==> src/rtl/blkx_pkg.sv <==
package blkx_pkg;

    typedef enum logic [1:0] {
        ST_IDLE = 2'd0,
        ST_XFER = 2'd1,
        ST_DONE = 2'd2
    } blkx_state_e;

    typedef enum logic {
        DIR_STORE = 1'b0,
        DIR_LOAD  = 1'b1
    } blkx_dir_e;

endpackage

==> src/rtl/blkx_fsm.sv <==
module blkx_fsm
    import blkx_pkg::*;
#(
    parameter int CNT_W = 4
) (
    input  logic             clk,
    input  logic             rst_n,
    input  logic             start_i,
    input  logic             dir_i,
    input  logic [CNT_W-1:0] last_i,
    output blkx_state_e      state_o,
    output blkx_dir_e        dir_o,
    output logic [CNT_W-1:0] count_o,
    output logic             accept_o,
    output logic             xfer_o
);

    blkx_state_e      state_q, state_d;
    blkx_dir_e        dir_q;
    logic [CNT_W-1:0] last_q;
    logic [CNT_W-1:0] count_q;
    logic             final_step;

    assign final_step = (count_q == last_q);

    // state register
    always_ff @(posedge clk or negedge rst_n) begin
        if (!rst_n) begin
            state_q <= ST_IDLE;
        end else begin
            state_q <= state_d;
        end
    end

    // next-state decode
    always_comb begin
        state_d = state_q;
        unique case (state_q)
            ST_IDLE: if (start_i)    state_d = ST_XFER;
            ST_XFER: if (final_step) state_d = ST_DONE;
            ST_DONE:                 state_d = ST_IDLE;
            default:                 state_d = ST_IDLE;
        endcase
    end

    // operation context, captured only on an accepted start
    always_ff @(posedge clk or negedge rst_n) begin
        if (!rst_n) begin
            dir_q   <= DIR_STORE;
            last_q  <= '0;
            count_q <= '0;
        end else if (accept_o) begin
            dir_q   <= blkx_dir_e'(dir_i);
            last_q  <= last_i;
            count_q <= '0;
        end else if (xfer_o && !final_step) begin
            count_q <= count_q + CNT_W'(1);
        end
    end

    // outputs
    always_comb begin
        accept_o = 1'b0;
        xfer_o   = 1'b0;
        unique case (state_q)
            ST_IDLE: accept_o = start_i;
            ST_XFER: xfer_o   = 1'b1;
            ST_DONE: ;
            default: ;
        endcase
    end

    assign state_o = state_q;
    assign dir_o   = dir_q;
    assign count_o = count_q;

endmodule

==> src/rtl/blkx_agen.sv <==
module blkx_agen #(
    parameter int IDX_W  = 16,
    parameter int ADDR_W = 12,
    parameter int CNT_W  = 4
) (
    input  logic              clk,
    input  logic              rst_n,
    input  logic              capture_i,
    input  logic [IDX_W-1:0]  index_i,
    input  logic [CNT_W-1:0]  offset_i,
    output logic [ADDR_W-1:0] addr_o
);

    logic [ADDR_W-1:0] base_q;
    logic              unused_index_hi;

    generate
        if (IDX_W > ADDR_W) begin : g_hi
            assign unused_index_hi = ^index_i[IDX_W-1:ADDR_W];
        end else begin : g_nohi
            assign unused_index_hi = 1'b0;
        end
    endgenerate

    always_ff @(posedge clk or negedge rst_n) begin
        if (!rst_n) begin
            base_q <= '0;
        end else if (capture_i) begin
            base_q <= index_i[ADDR_W-1:0];
        end
    end

    // modulo memory size by plain width truncation
    assign addr_o = base_q + ADDR_W'(offset_i);

endmodule

==> src/rtl/blkx_ldpipe.sv <==
module blkx_ldpipe #(
    parameter int CNT_W = 4
) (
    input  logic             clk,
    input  logic             rst_n,
    input  logic             issue_i,
    input  logic [CNT_W-1:0] sel_i,
    output logic             wr_o,
    output logic [CNT_W-1:0] wr_sel_o
);

    logic             pend_q;
    logic [CNT_W-1:0] sel_q;

    always_ff @(posedge clk or negedge rst_n) begin
        if (!rst_n) begin
            pend_q <= 1'b0;
            sel_q  <= '0;
        end else begin
            pend_q <= issue_i;
            if (issue_i) begin
                sel_q <= sel_i;
            end
        end
    end

    assign wr_o     = pend_q;
    assign wr_sel_o = sel_q;

endmodule

==> src/rtl/blkx_seq.sv <==
module blkx_seq
    import blkx_pkg::*;
#(
    parameter int NUM_REGS = 16,
    parameter int IDX_W    = 16,
    parameter int ADDR_W   = 12,
    parameter int DATA_W   = 8,
    localparam int CNT_W   = $clog2(NUM_REGS)
) (
    input  logic              clk,
    input  logic              rst_n,
    input  logic              start_i,
    input  logic              dir_i,
    input  logic [CNT_W-1:0]  last_reg_i,
    input  logic [IDX_W-1:0]  index_i,
    output logic [ADDR_W-1:0] mem_addr_o,
    output logic [DATA_W-1:0] mem_wdata_o,
    output logic              mem_we_o,
    input  logic [DATA_W-1:0] mem_rdata_i,
    output logic [CNT_W-1:0]  rf_rd_sel_o,
    input  logic [DATA_W-1:0] rf_rd_data_i,
    output logic              rf_we_o,
    output logic [CNT_W-1:0]  rf_wr_sel_o,
    output logic [DATA_W-1:0] rf_wdata_o,
    output logic              busy_o,
    output logic              done_o
);

    blkx_state_e      state;
    blkx_dir_e        dir;
    logic [CNT_W-1:0] count;
    logic             accept;
    logic             xfer;
    logic             ld_issue;
    logic             ld_wr;
    logic [CNT_W-1:0] ld_sel;
    logic [ADDR_W-1:0] addr;

    blkx_fsm #(.CNT_W(CNT_W)) i_fsm (
        .clk      (clk),
        .rst_n    (rst_n),
        .start_i  (start_i),
        .dir_i    (dir_i),
        .last_i   (last_reg_i),
        .state_o  (state),
        .dir_o    (dir),
        .count_o  (count),
        .accept_o (accept),
        .xfer_o   (xfer)
    );

    blkx_agen #(.IDX_W(IDX_W), .ADDR_W(ADDR_W), .CNT_W(CNT_W)) i_agen (
        .clk       (clk),
        .rst_n     (rst_n),
        .capture_i (accept),
        .index_i   (index_i),
        .offset_i  (count),
        .addr_o    (addr)
    );

    assign ld_issue = xfer && (dir == DIR_LOAD);

    blkx_ldpipe #(.CNT_W(CNT_W)) i_ldpipe (
        .clk      (clk),
        .rst_n    (rst_n),
        .issue_i  (ld_issue),
        .sel_i    (count),
        .wr_o     (ld_wr),
        .wr_sel_o (ld_sel)
    );

    // output decode
    always_comb begin
        mem_addr_o  = addr;
        mem_wdata_o = rf_rd_data_i;
        mem_we_o    = 1'b0;
        rf_rd_sel_o = count;
        rf_we_o     = ld_wr;
        rf_wr_sel_o = ld_sel;
        rf_wdata_o  = mem_rdata_i;
        busy_o      = 1'b0;
        done_o      = 1'b0;
        unique case (state)
            ST_IDLE: ;
            ST_XFER: begin
                busy_o   = 1'b1;
                mem_we_o = (dir == DIR_STORE);
            end
            ST_DONE: begin
                busy_o = 1'b1;
                done_o = 1'b1;
            end
            default: ;
        endcase
    end

endmodule

==> config.mk <==
export PLATFORM = sky130hd
export DESIGN_NAME = blkx_seq
export DESIGN_NICKNAME = d
export VERILOG_FILES = /design/src/rtl/blkx_pkg.sv /design/src/rtl/blkx_fsm.sv /design/src/rtl/blkx_agen.sv /design/src/rtl/blkx_ldpipe.sv /design/src/rtl/blkx_seq.sv
export SDC_FILE = /design/constraint.sdc
export NUM_CORES = 1
export LEC_CHECK = 0
export BUFFER_PORTS_ARGS = -buffer_cell sky130_fd_sc_hd__buf_4
export CAP_MARGIN = 15
export CORE_MARGIN = 2
export CORE_UTILIZATION = 45
export CTS_CLUSTER_SIZE = 8
export DETAILED_ROUTE_END_ITERATION = 8
export HOLD_SLACK_MARGIN = 0.15
export PLACE_DENSITY = 0.79
export SYNTH_ARGS = -nofsm -noshare
export SYNTH_HDL_FRONTEND = slang
export SYNTH_HIERARCHICAL = 1
export SYNTH_SLANG_ARGS = --single-unit
==> constraint.sdc <==
create_clock -name clk -period 2.3 [get_ports clk]
set_clock_uncertainty 0.15 [all_clocks]
set_input_delay 0.115 -clock clk [delete_from_list [all_inputs] [get_ports clk]]
set_output_delay 0.115 -clock clk [all_outputs]
set_load 0.01 [all_outputs]
-- After elaboration in Yosys (flattened, before gate mapping)
Cells that the tools add are included.
- equal/unequal tests: 5
- bitwise gates (word level): 1
- add/subtract/negate cells: 2
- shift operators: 0
- divide/modulo/power cells: 0
- reductions and logical operators: 7
- $mul: 0
- magnitude comparators: 0
- muxes and demuxes: 10
- operator list (kind ; number):
    12-bit by 4-bit adder with 12-bit output ; 1
    4-bit two-way mux ; 2
    1-bit two-way mux ; 5
    4-bit by 1-bit adder with 4-bit output, second input constant ; 1
    4-bit equality test ; 1
    2-bit two-way mux ; 2
    2-bit one-hot mux with 2 select lines ; 1
    2-bit by 1-bit equality test with 1-bit output, second input constant ; 1
    2-bit equality test, second input constant ; 1
    1-bit logical AND ; 2
    2-bit logical NOT ; 1
    2-bit by 1-bit != test with 1-bit output, second input constant ; 1
    2-bit != test, second input constant ; 1
    2-bit AND reduction ; 1
    2-bit nonzero test ; 1
    2-bit OR reduction ; 1
    1-bit logical NOT ; 1
    1-bit NOT ; 1
- output and inout port bits: 40
- input bits: 40
- word-level logic and storage cells: 32
- memories kept: 0
- ROM bits: 0
- bits in latches: 0
- register bits: 28
- memory bits (writable): 0

-- Depth between registers and ports, before layout
Gate-level depths: netlist of the first run.
- word-level depth: 5
- mapped depth: 7
- mapped depth without buffers: 7

-- By module
The synthesis of the first run kept the hierarchy.
- modules (own cells, without submodules) (module ; sequential area each (um^2) ; area an instance (um^2) ; cells each ; times used):
    blkx_agen ; 300.3 ; 720.7 ; 65 ; 1
    blkx_fsm ; 275.3 ; 510.5 ; 40 ; 1
    blkx_seq ; 0.0 ; 172.7 ; 23 ; 1
    blkx_ldpipe ; 125.1 ; 170.2 ; 9 ; 1

-- Worst setup path before layout of the first run
Ideal clock, no wire load.
- kind: register -> output
- from: register i_fsm.count_q[0], in the netlist i_fsm/count_o[0]
- to: output port mem_addr_o[10]
- buffers on the path: 0
- arrival time: 1839 ps
- path slack: 196 ps
- cell stages (with the launch flop): 8
- required time: 2035 ps
- path through: dfrtp_1 > ha_1 > inv_1 > fa_1 > nand2b_1 > o2bb2ai_1 > nor3_2 > xor2_1
- longest elaborated chain between the ends: 1
- RTL lines (what ; line ; source):
    from (decl) ; blkx_fsm.sv:21 ; logic [CNT_W-1:0] count_q;
    from (signal assigned) ; blkx_fsm.sv:57 ; count_q <= count_q + CNT_W'(1);
    12-bit by 4-bit adder with 12-bit output ; blkx_agen.sv:34 ; assign addr_o = base_q + ADDR_W'(offset_i);
    to (decl) ; blkx_seq.sv:16 ; output logic [ADDR_W-1:0] mem_addr_o,
Every way passes these cells.

-- Worst setup path after layout of the first run
- from: register i_fsm.count_q[0], in the netlist i_fsm/count_o[0]
- to: output port mem_addr_o[6]
Same word-level chain as after synthesis.

==> metrics.txt, run 1 <==
status=finished with violations; failing checks=negative setup slack; Post-DP HPWL=2280 µm; Final Setup Violations=1; core area=3340 µm²; Max VDD drop=0.000685 V; RR Startpoint=i_fsm/count_o[2]$_DFFE_PN0P_; syn nets=185; Post-synth top cells=dfrtp_1 (28), buf_4 (16), mux2_1 (11), xnor2_1 (11); Hold Fails Final Rpt=0; Worst EP arrival=2.04 ns; clock network fraction of total power=0.074; fin crit period=2.30 ns; area leader, netlist=dfrtp_1; Pleak=0.00110 µW; YS warnings=6; Net Sw Power=1270 µW; Cells on Worst Hold Path=4; number of max-cap violations=0; DIE AREA=3990 µm²; combinational power share=0.638; fin util=0.707; # rows=21; post-synth cell types=33; Internal=1930 µW; Die Wd=63.1 µm; wire per inst=13.8 µm; Die H=63.1 µm; # DRC=0; CP Class=reg -> out; final number of max-transition violations=0; First DRT Iteration DRCs=38; Post-synth top flop=dfrtp_1; final worst slack=-0.000275 ns; I/O pin count=80; maximum fanout along the worst path=4; gpl congestion=0.795; total grt overflow=0; register bit total from synthesis=28; switch share=0.397; initial antenna violation count=0; Power Density=1360 nW/µm²; Seq/Total Area, Yosys=0.445; worst endpoint required time=2.04 ns; Synth top area share=0.445; Worst-Margin Slew=0.273 ns; P&R area growth vs syn=49.8%; unrepaired setup endpoints after global routing=yes; CTS Buf Count=3; Vias=1209; Syn Area/Cell=11.5 µm²; H-tree depth=1; hold_sp=start_i; Reg2Reg Depth=5; Worst R2R End=i_fsm/count_o[2]$_DFFE_PN0P_; first-pass GRT wire length=5900 µm; nets=259; ANT cells=0; Max clock buf depth=2; DR pass1 iterations=4; Root Driver=clkbuf_4; via-per-instance ratio=4.72; Final period util=1.00; GRT Util Overall=0.189; fmax=435 MHz; vias in the first global route=1277; Hold Path Class=in -> reg; share of post-route cells with drive strength above 1=0.390; Flop pwr share=0.288; largest net degree at the start of global routing=29; Total Neg Setup Slack=-0.000275 ns; Syn Std Cell Area=1570 µm²; Post-Syn Instances=137; synth top area cells=dfrtp_1 (45%), mux2_1 (7.9%), buf_4 (7.6%); flop-to-flop setup slack=0.44 ns; Starting Density=0.472; Hold EP=i_fsm/count_o[3]$_DFFE_PN0P_; Rel. slew slack=0.817; CTS tree=yes; Clock Pin Slew Worst Setup and Hold Paths=0.14 ns; crit start category=flip-flop; WL final=3540 µm; CP endpoint kind=primary output; Post-DRT Antenna Nets=0; most common cell in the netlist=dfrtp_1; worst slack, placed=0.189 ns; I/O Buffers=43; Worst-Skew Late Latency=0.32 ns; ys async rst share=1.00; number of flops mapped to enable cells by yosys=0; CTS Sinks=28
## layer usage
layer  wire [µm]  global-route usage
met5           0                   0
met4           9              0.0556
met3         198              0.0286
met2        1890               0.348
met1        1440               0.225
## power by group through the flow
stage | logic, µW | clock network, µW | registers [µW]
2_1_floorplan | 1050 | 0 | 943
3_5_place_dp | 1770 | 0 | 940
4_1_cts | 1880 | 245 | 927
6_report | 2050 | 236 | 923
5_1_grt | 2220 | 277 | 957
3_3_place_gp | 1690 | 0 | 924
## stage by stage
stage	cell area (µm²)	hold slack, ns	total power, µW	cells
floorplan	1570	-0.331	2000	137
global placement	1850	-0.105	2620	212
detailed placement	1850	-0.0991	2710	212
CTS	2280	0.248	3050	253
global route	2360	0.277	3460	256
finish	2360	0.245	3200	256
## worst max-delay path, stage by stage, from the launching register on
cell and delay, ns:
dfrtp_1 0.38, ha_2 0.20, inv_2 0.04, fa_2 0.34, nand2b_4 0.16, o2bb2ai_4 0.16, nor2_2 0.12, xor2_1 0.17
buf_4 0.15
## cells in the final DEF, fill, tap and decap left out, drive strengths merged, types with 3 or more instances in the layout
cell type     n
ha            7
dfrtp        28
mux2         21
inv           8
clkbuf        4
buf          51
nand2        10
dlygate4sd3  35
o21ai         3
nor2          4
xnor2        11
xor2          3
## layout make-up
class	instances	area (µm²)
fillers	227	978
multi-input cells	84	786
repair buffers	86	746
flip-flops and latches	28	703
well taps	46	57.6
clock buffers	4	36.3
inverters	8	30.0
## what timing repair did
action | CTS | global route
gates cloned | 0 | 0
hold buffers | 36 | 0
endpoints found under the setup margin | 5 | 8
setup buffers | 1 | 3
endpoints found under the hold margin | 61 | 0
resized for setup | 4 | 11
pin swaps | 1 | 5
## how the worst max path moves through the flow
stage	startpoint	end	slack, ns	cells past startpoint
2_1_floorplan	i_fsm/count_o[0]$_DFFE_PN0P_	mem_addr_o[10]	0.20	7
3_3_place_gp	i_fsm/count_o[0]$_DFFE_PN0P_	mem_addr_o[10]	0.28	8
3_5_place_dp	i_fsm/count_o[0]$_DFFE_PN0P_	mem_addr_o[10]	0.19	8
4_1_cts	i_agen/base_q[0]$_DFFE_PN0P_	mem_addr_o[10]	-0.04	8
5_1_grt	i_agen/base_q[0]$_DFFE_PN0P_	mem_addr_o[10]	-0.12	8
6_report	i_fsm/count_o[0]$_DFFE_PN0P_	mem_addr_o[6]	-0.0003	8
## state kept, by name, summed over array words and instances (netlist names)
name / cells
i_agen/base_q: 12
i_fsm/count_o: 4
i_fsm/last_q: 4
i_ldpipe/wr_sel_o: 4
i_fsm/state_o: 2
i_fsm/dir_o: 1
i_ldpipe/wr_o: 1
## cell families (layout without fill, tap and decap cells)
logic type               after synthesis  in the layout  share of synthesized area
AND/OR/NAND/NOR                       28             28                     0.0994
flip-flops                            28             28                      0.445
adder cells (fa/ha/maj)                8              8                     0.0684
buffers and inverters                 25             98                     0.0986
XOR/XNOR                              14             14                     0.0779
multiplexers                          23             23                      0.163
AO/OA/AOI/OAI                         11             11                     0.0477
(Power assumes the default switching activity.)
==> run 2: changes to the inputs <==
Settings changed: ABC_AREA from default to 1, CORE_UTILIZATION 45 to 47, PLACE_DENSITY 0.79 to 0.8.
==> run 2 against run 1 <==
  * The flow now finishes without violations
  * Total power fell by 2.2%
  * Global-route usage rose by 0.40 points
  * Die area grew 6.5%
  * Synthesized cell count rose by 71%
  * Combinational power fell by 6%
  * Worst hold slack improved by 0.095 ns
  * Routed wire length grew 11%
  * Final area up 4.9%
  * Flip-flop and latch count is the same
  * Count of clock-buffer cells in the layout down 1
  * Non-clock buffer count shrank 2
  * Critical endpoint is now mem_addr_o[10]
  * Largest cell class unchanged
==> metrics.txt, run 2 <==
status=completed (was finished with violations); CP endpoint kind=primary output (unchanged); crit start category=flip-flop (unchanged); number of flops mapped to enable cells by yosys=0 (unchanged); Internal=1740 µW (was 1930 µW); Post-synth top flop=dfrtp_1 (unchanged); Vias=1656 (was 1209); nets=353 (was 259); Final period util=0.946 (was 1.00); total grt overflow=0 (unchanged); Post-DP HPWL=2610 µm (was 2280 µm); Pleak=0.00131 µW (was 0.00110 µW); commonest non-fill, non-tap cell in the layout=nand2_1 (was buf_4); fin crit period=2.18 ns (was 2.30 ns); design area=2470 µm² (was 2360 µm²); fmax=460 MHz (was 435 MHz); ANT cells=0 (unchanged); Flop pwr share=0.298 (was 0.288); Root Driver=clkbuf_8 (was clkbuf_4); First DRT Iteration DRCs=73 (was 38); post-synth cell types=25 (was 33); Die H=65.2 µm (was 63.1 µm); Die Wd=65.2 µm (was 63.1 µm); Max clock buf depth=2 (unchanged); Clock Pin Slew Worst Setup and Hold Paths=0.09 ns (was 0.14 ns); Starting Density=0.484 (was 0.472); Worst-Skew Late Latency=0.27 ns (was 0.32 ns); WL final=3940 µm (was 3540 µm); number of max-cap violations=0 (unchanged); Final Setup Violations=0 (was 1); Max VDD drop=0.000604 V (was 0.000685 V); I/O pin count=80 (unchanged); synth top area cells=dfrtp_1 (40%), nand2_1 (17%), buf_4 (6.8%) (was dfrtp_1 (45%), mux2_1 (7.9%), buf_4 (7.6%)); initial antenna violation count=0 (unchanged); core area=3630 µm² (was 3340 µm²); Top reg by flops=i_agen/base_q (unchanged); ys async rst share=1.00 (unchanged); largest net degree at the start of global routing=20 (was 29); CTS Buf Count=3 (unchanged); fin util=0.681 (was 0.707); Rel. slew slack=0.649 (was 0.817); GRT Util Overall=0.193 (was 0.189); clock network fraction of total power=0.085 (was 0.074); Syn Std Cell Area=1760 µm² (was 1570 µm²); area leader, netlist=dfrtp_1 (unchanged); Net Sw Power=1390 µW (was 1270 µW); switch share=0.444 (was 0.397); Worst EP arrival=1.91 ns (was 2.04 ns); # rows=22 (was 21); P&R area growth vs syn=40.7% (was 49.8%); Seq/Total Area, Yosys=0.399 (was 0.445); maximum fanout along the worst path=7 (was 4); most common cell in the netlist=nand2_1 (was dfrtp_1); vias in the first global route=1509 (was 1277); final number of max-transition violations=0 (unchanged); CP Class=reg -> out (unchanged); CTS tree=yes (unchanged); commonest non-fill, non-tap cells in the layout=nand2_1 (80), buf_4 (46), dlygate4sd3_1 (37), inv_1 (29), dfrtp_1 (26) (was buf_4 (50), dlygate4sd3_1 (35), dfrtp_1 (26), xnor2_1 (11), mux2_1 (11)); unrepaired setup endpoints after global routing=no (was yes); Syn Area/Cell=7.51 µm² (was 11.5 µm²); Hold Path Class=reg -> reg (was in -> reg); first-pass GRT wire length=6460 µm (was 5900 µm); most used cell, CP=nand2_1; highest-delay cell along the critical path=dfrtp_1 (unchanged); crit path cell chain=ha_1, a21oi_1, nor2_1, nand2_1, nand2_1, nand2_1, nand2_1, buf_4 (was ha_2, inv_2, fa_2, nand2b_4, o2bb2ai_4, nor2_2, xor2_1, buf_4); worst endpoint required time=2.04 ns (about the same); H-tree depth=1 (unchanged); # DRC=0 (unchanged); DR pass1 iterations=6 (was 4); Buf+Inv Stages, Crit Path=1 (was 2); dpl cell area=2030 µm² (was 1850 µm²); YS warnings=6 (unchanged); Post-synth top cells=nand2_1 (80), inv_1 (29), dfrtp_1 (28) (was dfrtp_1 (28), buf_4 (16), mux2_1 (11), xnor2_1 (11)); gpl congestion=0.851 (was 0.795); DIE AREA=4250 µm² (was 3990 µm²); share of post-route cells with drive strength above 1=0.221 (was 0.390); Power Density=1270 nW/µm² (was 1360 nW/µm²); wire per inst=11.2 µm (was 13.8 µm); CTS Sinks=28 (unchanged); syn nets=282 (was 185); critical path's largest stage delay=0.48 ns (was 0.38 ns); register bit total from synthesis=28 (unchanged); Hold Fails Final Rpt=0 (unchanged); Post-DRT Antenna Nets=0 (unchanged); combinational power share=0.617 (was 0.638); Total Neg Setup Slack=0 ns (was -0.000275 ns); via-per-instance ratio=4.72 (about the same); Worst-Margin Slew=0.526 ns (was 0.273 ns); Crit path max-delay family=flip-flops (was adder cells); Synth top area share=0.399 (was 0.445); Post-Syn Instances=234 (was 137); I/O Buffers=43 (unchanged); max reg flops=12 (unchanged)
## run 2: changes by cell type after synthesis, sizes merged, moves of 10 or more
| cell | change |
|---|---|
| nor2 | +11 |
| o21ai | +10 |
| nand2 | +74 |
| nand3 | +21 |
| mux2 | -17 |
| inv | +23 |
| xnor2 | -10 |
## run 2: cell families after synthesis
kind of cell | share of synthesized area
and+or+nand+nor | 0.308
buffers and inverters | 0.139
DFF | 0.399
AOI/OAI and AO/OA | 0.0420
adders and majority gates | 0.0612
xor gates and xnor gates | 0.0249
muxes | 0.0256
## run 2: layout make-up
type	instances	area [µm²]
Fill cell	287	1160
Multi-Input combinational cell	157	825
Timing Repair Buffer	84	728
Sequential cell	28	703
Inverter	31	116
Tap cell	48	60.1
Clock buffer	3	41.3
## run 2: worst reg2reg max path, delay by kind of cell, from the launching register on
kind                   cells  cell delay, ns
AND/OR/NAND/NOR            4            0.37
buffers and inverters      3            1.03
flip-flops                 1            0.46
## run 2: timing repair
action | 4_1_cts | 5_1_grt
hold endpoints to repair | 66 | 0
buffers inserted | 0 | 1
hold buffers | 38 | 0
resized for setup | 1 | 5
pin swaps | 1 | 0
endpoints found under the setup margin | 3 | 19
## run 2: routing by layer
layer,vias to the layer above,wire length [µm],share of wire,track usage
li1,847,-,-,-
met1,747,1760,0.45,0.247
met2,57,1920,0.49,0.339
met3,5,201,0.051,0.0188
met4,0,57,0.014,0.0703
met5,-,0,0,0
## run 2: path summary, 6_finish.rpt
kind                                             startpoint                                to  slack (ns)  cells after the start
setup / recovery               i_fsm/count_o[3]$_DFFE_PN0P_                    mem_addr_o[10]        0.12                      8
hold / removal             i_ldpipe/wr_sel_o[2]$_DFFE_PN0P_  i_ldpipe/wr_sel_o[2]$_DFFE_PN0P_        0.34                      2
setup reg to reg               i_fsm/state_o[1]$_DFFE_PN0P_           i_fsm/dir_o$_DFFE_PN0P_        0.24                      7
hold reg to reg            i_ldpipe/wr_sel_o[2]$_DFFE_PN0P_  i_ldpipe/wr_sel_o[2]$_DFFE_PN0P_        0.34                      2
max in group asynchronous                             rst_n       i_fsm/last_q[2]$_DFFE_PN0P_        0.54                      4
min in group asynchronous                             rst_n      i_agen/base_q[0]$_DFFE_PN0P_        0.65                      3
## run 2: power groups by stage
stage               sequential, µW  clock, µW  combinational, µW
floorplan                      938          0               1130
global placement               938          0               1760
detailed placement             949          0               1800
CTS                            940        268               1880
global route                   968        301               2170
finish                         934        265               1930
## run 2: through the flow
step	worst slack, ns	cells	power (µW)	hold WS (ns)
after floorplan	0.379	234	2070	-0.331
after global placement	0.262	309	2690	-0.0991
after detailed placement	0.208	309	2750	-0.0952
after CTS	0.00202	350	3090	0.341
after global routing	0.00688	351	3440	0.379
final	0.124	351	3130	0.340
==> run 3: changes to the inputs <==
Settings changed: CORE_UTILIZATION 47 to 25, PLACE_DENSITY 0.8 to default.
==> run 3 against run 2 <==
  * Count of clock-buffer cells in the layout unchanged
  * Core utilization decreased by 30 points
  * Via count decreased by 0.36%
  * Critical endpoint is now mem_addr_o[8]
  * Highest routed layer unchanged
  * Largest power group unchanged
==> metrics.txt, run 3 (synthesis results as in run 2) <==
crit start category=flip-flop (unchanged); nets=354 (was 353); Worst-Margin Slew=0.887 ns (was 0.526 ns); Total Neg Setup Slack=0 ns (unchanged); Rel. slew slack=0.407 (was 0.649); WL final=4210 µm (was 3940 µm); worst endpoint required time=2.04 ns (about the same); Hold EP=i_ldpipe/wr_sel_o[2]$_DFFE_PN0P_ (unchanged); Clock Pin Slew Worst Setup and Hold Paths=0.10 ns (was 0.09 ns); max reg flops=12 (unchanged); share of post-route cells with drive strength above 1=0.236 (was 0.221); initial antenna violation count=0 (unchanged); DIE AREA=7720 µm² (was 4250 µm²); highest-delay cell along the critical path=fa_2 (was dfrtp_1); Die H=87.9 µm (was 65.2 µm); largest net degree at the start of global routing=22 (was 20); Worst path depth=8 (unchanged); fin crit period=2.13 ns (was 2.18 ns); I/O pin count=80 (unchanged); commonest non-fill, non-tap cells in the layout=nand2_1 (80), buf_4 (47), dlygate4sd3_1 (38), inv_1 (29), dfrtp_1 (26) (was nand2_1 (80), buf_4 (46), dlygate4sd3_1 (37), inv_1 (29), dfrtp_1 (26)); Vias=1650 (was 1656); Starting Density=0.259 (was 0.484); Final period util=0.924 (was 0.946); First DRT Iteration DRCs=77 (was 73); Pleak=0.00131 µW (about the same); total grt overflow=0 (unchanged); first-pass GRT wire length=7050 µm (was 6460 µm); H-tree depth=1 (unchanged); most used cell, CP=nand2_1 (unchanged); crit path cell chain=ha_2, inv_1, fa_2, o21ai_4, nand2_1, nand2_1, nand2_1, buf_4 (was ha_1, a21oi_1, nor2_1, nand2_1, nand2_1, nand2_1, nand2_1, buf_4); CTS Buf Count=3 (unchanged); critical path's largest stage delay=0.39 ns (was 0.48 ns); Worst R2R End=i_fsm/dir_o$_DFFE_PN0P_ (unchanged); Top reg by flops=i_agen/base_q (unchanged); Hold Fails Final Rpt=0 (unchanged); Reg2Reg Depth=7 (unchanged); unrepaired setup endpoints after global routing=no (unchanged); Crit path max-delay family=adder cells (was flip-flops); CP Class=reg -> out (unchanged); ANT cells=0 (unchanged); # rows=30 (was 22); wire per inst=10.5 µm (was 11.2 µm); Power Density=1280 nW/µm² (was 1270 nW/µm²); via-per-instance ratio=4.11 (was 4.72); Hold Path Class=reg -> reg (unchanged); P&R area growth vs syn=46.6% (was 40.7%); Post-DP HPWL=2970 µm (was 2610 µm); Max clock buf depth=2 (unchanged); I/O Buffers=43 (unchanged); RR Startpoint=i_fsm/state_o[1]$_DFFE_PN0P_ (unchanged); fin util=0.379 (was 0.681); Cells on Worst Hold Path=2 (unchanged); FILL cells=697 (was 287); core area=6790 µm² (was 3630 µm²); GRT Util Overall=0.114 (was 0.193); DR pass1 iterations=4 (was 6); Final Setup Violations=0 (unchanged); gpl congestion=0.846 (was 0.851); hold_sp=i_ldpipe/wr_sel_o[2]$_DFFE_PN0P_ (unchanged); final number of max-transition violations=0 (unchanged); Worst-Skew Late Latency=0.28 ns (was 0.27 ns); Die Wd=87.9 µm (was 65.2 µm); number of max-cap violations=0 (unchanged); commonest non-fill, non-tap cell in the layout=nand2_1 (unchanged); Worst EP arrival=1.86 ns (was 1.91 ns); # DRC=0 (unchanged); vias in the first global route=1574 (was 1509); CP endpoint kind=primary output (unchanged); CTS Sinks=28 (unchanged); CTS tree=yes (unchanged); Max VDD drop=0.000493 V (was 0.000604 V); fmax=470 MHz (was 460 MHz); maximum fanout along the worst path=5 (was 7); status=completed (unchanged); Buf+Inv Stages, Crit Path=2 (was 1); flop-to-flop setup slack=0.20 ns (was 0.24 ns); Post-DRT Antenna Nets=0 (unchanged); Root Driver=clkbuf_8 (unchanged)
-- run 3: changes by cell type in the layout (fill, tap and decap cells not counted), sizes merged --
cell | previous run | this run
buf | 46 | 47
bufinv | 0 | 1
dlygate4sd3 | 37 | 38
dlymetal6s4s | 1 | 0
-- run 3: report_power, final --
part           total, µW  leakage (µW)  internal (µW)  switching, µW
registers            916      0.000347            730            186
clock network        397     0.0000357            233            164
logic               1980      0.000932            910           1070
-- run 3: how the worst max path moves through the flow --
stage | start | endpoint
after floorplan | i_fsm/count_o[0]$_DFFE_PN0P_ | mem_addr_o[4]
after global placement | i_fsm/count_o[0]$_DFFE_PN0P_ | mem_addr_o[8]
after detailed placement | i_fsm/count_o[0]$_DFFE_PN0P_ | mem_addr_o[8]
after CTS | i_fsm/count_o[0]$_DFFE_PN0P_ | mem_addr_o[8]
after global routing | i_fsm/count_o[0]$_DFFE_PN0P_ | mem_addr_o[8]
final | i_fsm/count_o[0]$_DFFE_PN0P_ | mem_addr_o[8]
-- run 3: worst reg2reg max path: cells and delay by family, from the launching register on --
family / cells / cell delay (ns)
buf+inv: 3 / 1.05
flops: 1 / 0.46
simple gates: 4 / 0.39
-- run 3: through the flow --
step	hold WS, ns	worst slack (ns)	instances	power [µW]	instance area (µm²)
3_3_place_gp	-0.0910	0.387	358	2760	2090
3_5_place_dp	-0.0873	0.342	358	2800	2090
4_1_cts	0.340	0.0171	400	3280	2550
2_1_floorplan	-0.331	0.379	234	2070	1760
5_1_grt	0.358	0.00918	401	3630	2580
6_report	0.333	0.174	401	3300	2580
-- run 3: timing repair --
| action | in CTS | in global routing |
|---|---|---|
| gates resized for setup | 0 | 8 |
| buffers inserted | 0 | 1 |
| hold buffers | 38 | 0 |
| endpoints found under the hold margin | 66 | 0 |
| endpoints found under the setup margin | 0 | 7 |
-- run 3: area by class of cell --
class	count	area, µm²	share of cell area
timing repair buffer	85	733	0.284
multi-input combinational	157	833	0.323
sequential	28	703	0.273
tap	96	120	0.0466
inverter	31	116	0.0451
clock inverter	1	30.0	0.0117
clock buffer	3	41.3	0.0160
-- run 3: per-layer routing --
layer | GRT usage | share of wire | up-vias
li1 | - | - | 853
met1 | 0.139 | 0.46 | 751
met2 | 0.207 | 0.50 | 44
met3 | 0.0170 | 0.038 | 2
met4 | 0.0322 | 0.0019 | 0
met5 | 0 | 0 | -
